--- config.mk ---
export PLATFORM = sky130hd
export DESIGN_NAME = video_compositor
export DESIGN_NICKNAME = d
export VERILOG_FILES = /design/src/rtl/vc_pkg.sv /design/src/rtl/vc_star_layer.sv /design/src/rtl/vc_colour_sel.sv /design/src/rtl/vc_tone.sv /design/src/rtl/video_compositor.sv
export SDC_FILE = /design/constraint.sdc
export NUM_CORES = 1
export LEC_CHECK = 0
export CORE_MARGIN = 3
export CORE_UTILIZATION = 47
export DETAILED_ROUTE_END_ITERATION = 10
export DONT_BUFFER_PORTS = 1
export PLACE_DENSITY = 0.67
export SKIP_CTS_REPAIR_TIMING = 1
export SLEW_MARGIN = 20
export SYNTH_ARGS = -nofsm -noshare
export SYNTH_HDL_FRONTEND = slang
export SYNTH_SLANG_ARGS = --single-unit
export TNS_END_PERCENT = 100
--- constraint.sdc ---
create_clock -name clk -period 1.8 [get_ports clk]
set_input_delay 0 -clock clk [delete_from_list [all_inputs] [get_ports clk]]
set_output_delay 0 -clock clk [all_outputs]
set_load 0.005 [all_outputs]
--- src/rtl/vc_pkg.sv ---
package vc_pkg;

    localparam int COORD_W    = 10;
    localparam int FRAME_W    = 14;
    localparam int STAR_W     = 6;
    localparam int CH_W       = 2;
    localparam int NUM_LAYERS = 2;

    // Counter slice positions for the two star layers (layer 0 fast, 1 slow)
    localparam int FAST_X_LSB = 0;
    localparam int FAST_Y_LSB = 6;
    localparam int SLOW_X_LSB = 2;
    localparam int SLOW_Y_LSB = 8;

    typedef struct packed {
        logic [CH_W-1:0] r;
        logic [CH_W-1:0] g;
        logic [CH_W-1:0] b;
    } rgb_t;

    typedef enum logic [1:0] {
        PAL_YELLOW  = 2'd0,
        PAL_CYAN    = 2'd1,
        PAL_MAGENTA = 2'd2,
        PAL_GREEN   = 2'd3
    } pal_e;

    typedef enum logic [1:0] {
        SRC_BG,
        SRC_SLOW,
        SRC_FAST,
        SRC_GLYPH
    } src_e;

    localparam rgb_t RGB_BLACK = rgb_t'({2'd0, 2'd0, 2'd0});
    localparam rgb_t RGB_WHITE = rgb_t'({2'd3, 2'd3, 2'd3});
    localparam rgb_t RGB_GREY  = rgb_t'({2'd2, 2'd2, 2'd2});

    function automatic rgb_t glyph_colour(pal_e sel);
        rgb_t c;
        case (sel)
            PAL_YELLOW:  c = rgb_t'({2'd3, 2'd3, 2'd0});
            PAL_CYAN:    c = rgb_t'({2'd0, 2'd3, 2'd3});
            PAL_MAGENTA: c = rgb_t'({2'd3, 2'd0, 2'd3});
            default:     c = rgb_t'({2'd0, 2'd3, 2'd0});
        endcase
        return c;
    endfunction

    function automatic rgb_t halve(rgb_t c);
        rgb_t h;
        h.r = c.r >> 1;
        h.g = c.g >> 1;
        h.b = c.b >> 1;
        return h;
    endfunction

    // Bit order is fixed by the DAC wiring: sync, low bits, sync, high bits
    function automatic logic [7:0] pack_word(logic hs, logic vs, rgb_t c);
        return {hs, c.b[0], c.g[0], c.r[0], vs, c.b[1], c.g[1], c.r[1]};
    endfunction

endpackage

--- src/rtl/vc_star_layer.sv ---
module vc_star_layer
    import vc_pkg::*;
#(
    parameter int X_LSB = FAST_X_LSB,
    parameter int Y_LSB = FAST_Y_LSB
) (
    input  logic [STAR_W-1:0]  x_lo,
    input  logic [STAR_W-1:0]  y_lo,
    input  logic [FRAME_W-1:0] frame,
    output logic               hit
);

    logic [STAR_W-1:0] x_mix;
    logic [STAR_W-1:0] y_mix;
    logic              unused_frame;

    assign x_mix        = x_lo ^ frame[X_LSB +: STAR_W];
    assign y_mix        = y_lo ^ frame[Y_LSB +: STAR_W];
    assign hit          = (x_mix == y_mix);
    assign unused_frame = ^frame;

endmodule

--- src/rtl/vc_colour_sel.sv ---
module vc_colour_sel
    import vc_pkg::*;
(
    input  logic                  glyph,
    input  pal_e                  pal,
    input  logic [NUM_LAYERS-1:0] star_hit,
    output rgb_t                  colour
);

    src_e src;

    // Layer 0 is the fast field and outranks the slow one
    always_comb begin
        if (glyph)            src = SRC_GLYPH;
        else if (star_hit[0]) src = SRC_FAST;
        else if (star_hit[1]) src = SRC_SLOW;
        else                  src = SRC_BG;
    end

    always_comb begin
        case (src)
            SRC_GLYPH: colour = glyph_colour(pal);
            SRC_FAST:  colour = RGB_WHITE;
            SRC_SLOW:  colour = RGB_GREY;
            default:   colour = RGB_BLACK;
        endcase
    end

endmodule

--- src/rtl/vc_tone.sv ---
module vc_tone
    import vc_pkg::*;
(
    input  rgb_t in_c,
    input  logic de,
    input  logic odd_row,
    input  logic scan_en,
    output rgb_t out_c
);

    rgb_t shaded;

    assign shaded = (scan_en && odd_row) ? halve(in_c) : in_c;
    assign out_c  = de ? shaded : RGB_BLACK;

endmodule

--- src/rtl/video_compositor.sv ---
module video_compositor
    import vc_pkg::*;
#(
    parameter int FAST_X = FAST_X_LSB,
    parameter int FAST_Y = FAST_Y_LSB,
    parameter int SLOW_X = SLOW_X_LSB,
    parameter int SLOW_Y = SLOW_Y_LSB
) (
    input  logic               clk,
    input  logic               rst,
    input  logic [COORD_W-1:0] x_i,
    input  logic [COORD_W-1:0] y_i,
    input  logic               de_i,
    input  logic               hsync_i,
    input  logic               vsync_i,
    input  logic               glyph_i,
    input  logic [FRAME_W-1:0] frame_i,
    input  logic [1:0]         palette_i,
    input  logic               scanline_i,
    output logic [7:0]         video_o
);

    logic [NUM_LAYERS-1:0] star_hit;
    rgb_t                  base_c;
    rgb_t                  final_c;
    logic [7:0]            video_q;
    logic                  unused_coord;

    assign unused_coord = ^{x_i[COORD_W-1:STAR_W], y_i[COORD_W-1:STAR_W]};

    for (genvar i = 0; i < NUM_LAYERS; i++) begin : g_layer
        localparam int XL = (i == 0) ? FAST_X : SLOW_X;
        localparam int YL = (i == 0) ? FAST_Y : SLOW_Y;
        vc_star_layer #(
            .X_LSB (XL),
            .Y_LSB (YL)
        ) u_layer (
            .x_lo  (x_i[STAR_W-1:0]),
            .y_lo  (y_i[STAR_W-1:0]),
            .frame (frame_i),
            .hit   (star_hit[i])
        );
    end

    vc_colour_sel u_sel (
        .glyph    (glyph_i),
        .pal      (pal_e'(palette_i)),
        .star_hit (star_hit),
        .colour   (base_c)
    );

    vc_tone u_tone (
        .in_c    (base_c),
        .de      (de_i),
        .odd_row (y_i[0]),
        .scan_en (scanline_i),
        .out_c   (final_c)
    );

    always_ff @(posedge clk) begin
        if (rst) video_q <= 8'h00;
        else     video_q <= pack_word(hsync_i, vsync_i, final_c);
    end

    assign video_o = video_q;

endmodule

==> impl_metrics.tcl <==
set metrics [dict create \
    p_sw_share_pct 29.2 \
    layout_setup_ws_ns 0.175 \
    relSlewSlack_pct 75.1 \
    die_area_um2 1960 \
    crit_arrival_ns 1.74 \
    yosys_warnings 0 \
    h-tree-depth 1 \
    synth_area_um2 687 \
    cts_root_buf "clkbuf_4" \
    drv_cap 0 \
    path_clk_slew_ns 0.05 \
    totalWireLength_um 1380 \
    min_from "rst" \
    avgViaCountPerCell 5.21 \
    total_power_uw 560 \
    synth_area_per_cell_um2 8.59 \
    crit_path_max_fanout 4 \
    crit_path_start_kind "primary input" \
    antenna_found_initial 0 \
    post-route-drc-count 0 \
    fin_util_pct 68.9 \
    finalInstanceArea_um2 918 \
    grt.total_usage_pct 15.5 \
    ys_ff_latch 8 \
    cts_buffer_depth 2 \
    path_class "primary input to flop" \
    p_sw_uw 164 \
    p_int_uw 397 \
    ys_seq_area_share_pct 23.3 \
    cp-end-kind "flop" \
    grt_pass1_wl_um 2300 \
    max_stage_delay_ns 0.27 \
    synthArstFlopShare_pct 0 \
    drt_pass1_iterations 3 \
    grt_pass1_vias 584 \
    dieHeight_um 44.2 \
    ys_types 23 \
    grt_overflow 0 \
    combPwrFrac_pct 43.3 \
    worstHoldEndpoint "video_o[5]" \
    syn_nets 127 \
    port_buffers 0 \
    clkPwrFrac_pct 22.7 \
    netlist_instances 80 \
    required_ns 1.91 \
    finalCritPeriodShare_pct 90.3 \
    core_area_um2 1330 \
    start_util_pct 51.5 \
    rows 13 \
    cts_made_buffers 3 \
    vdd_drop_max_mv 0.575 \
    routedWlPerCell_um 11.8 \
    dpl.cell_count 110 \
    grt_max_degree 8 \
    leakage_uw 0.000401 \
    route.vias.total 609 \
    finalCriticalPeriod_ns 1.63 \
    seqPwrFrac_pct 34.0 \
    crit_path_top_delay_cell "xor2_1" \
    cp_cell_sequence "xnor2_1 > xor2_1 > nor4_4 > and2_1 > a21o_1 > ha_1 > o21a_1 > o21bai_1 > nand2_1 > nand3_1 > o22ai_1" \
    preCtsSetupSlack_ns -0.0864 \
    diodes 0 \
    nFillCells 119 \
    crit_buf_inv 0 \
    drt_iter0_markers 4 \
    slew_viol_final 0 \
    final_nets 151 \
    synth_ff_type "dfxtp_1" \
    fp.dieW_um 44.2 \
    hold_class "primary input to flop" \
    fin_cells 117 \
    drive_gt1_share_pct 25.5 \
    syn_to_final_growth_pct 33.7 \
    hold_viol 1 \
    largest_reg_flops 8 \
    finalHoldWorstSlack_ns -0.00272 \
    regArea_um2 160 \
    min_path_cells 3 \
    numClockSinks 8 \
    violations "hold timing" \
    hpwl_um 1170 \
    cts_tree "built" \
    synth_edf_count 0 \
    outcome "complete, but fails checks" \
    antenna_left 0 \
    fmax_mhz 615 \
    critPathTopFamily "compound AO/OA/AOI/OAI gates" \
    worstMarginPinSlew_ns 0.369 \
    setup_violations 0 \
    p_per_area_nw_per_um2 610 \
    ios 51 \
    multiInputGateArea_um2 549 \
    gp_congestion 0.702 \
    dpl_cell_area_um2 826 \
]
## synth_stat cells, drive strengths merged (2+ instances only)
master   n  area share [%]
nand3    4             2.9
nor2     5             2.7
inv      4             2.2
ha       4             7.3
nor2b    4             3.6
nor4     2             4.9
xnor2   15              20
dfxtp    8              23
nand2    5             2.7
and2     2             1.8
o21ai    2             1.5
a21oi    3             2.2
nor3     2             1.5
xor2    11              14
a31oi    3             2.7
## worst max-delay path by stage
stage / startpoint / end / slack (ns) / cells after the start
floorplan: frame_i[5] / video_o[5] / 0.02 / 11
global placement: x_i[1] / video_o[6] / -0.07 / 10
detailed placement: x_i[4] / video_o[4] / -0.09 / 11
CTS: x_i[4] / video_o[4] / 0.16 / 11
global route: x_i[3] / video_o[5] / -0.02 / 11
finish: x_i[3] / video_o[4] / 0.17 / 11
## power by group through the flow
stage          logic, uW  registers (uW)  clock network, uW
2_1_floorplan        155             193                  0
3_3_place_gp         227             194                  0
3_5_place_dp         229             194                  0
4_1_cts              230             191                134
5_1_grt              271             191                146
6_report             243             190                127
## per-layer routing
metal  global-route usage (%)  vias to the layer above  share of wire (%)
met5                        0                        -                  0
met4                        0                        0                  0
met3                     6.91                        0                8.8
met2                     25.6                       24                 52
met1                     19.9                      267                 39
li1                         -                      318                  -
## through the flow
step | hold slack, ns | TNS, ns
6_report | -0.00272 | 0
5_1_grt | 0.0160 | -0.0161
4_1_cts | -0.189 | 0
3_5_place_dp | 0.0735 | -0.198
3_3_place_gp | 0.0729 | -0.113
2_1_floorplan | 0.0716 | 0
## area by class of cell
class	instances	share of cell area, %
multi-input cells	68	59.8
flip-flops and latches	8	17.4
repair buffers	19	16.6
clock buffers	3	2.45
well taps	15	2.04
inverters	4	1.63
## placed cells by master, fill, tap and decap left out, types with 5 or more instances in the layout
| cell | netlist | layout |
|---|---|---|
| buf_4 | 0 | 15 |
| dfxtp_1 | 8 | 8 |
| nor2_1 | 5 | 5 |
| xnor2_2 | 1 | 6 |
| nand2_1 | 5 | 5 |
| xnor2_1 | 14 | 9 |
| xor2_1 | 11 | 11 |
## kinds of logic after synthesis
kind of cell,synth area share [%]
buffers and inverters,2.19
XOR/XNOR,34.2
adder cells (fa/ha/maj),7.29
AO/OA/AOI/OAI,11.8
flip-flops,23.3
AND/OR/NAND/NOR,21.1
No activity file was read; power rests on OpenSTA's default activity.
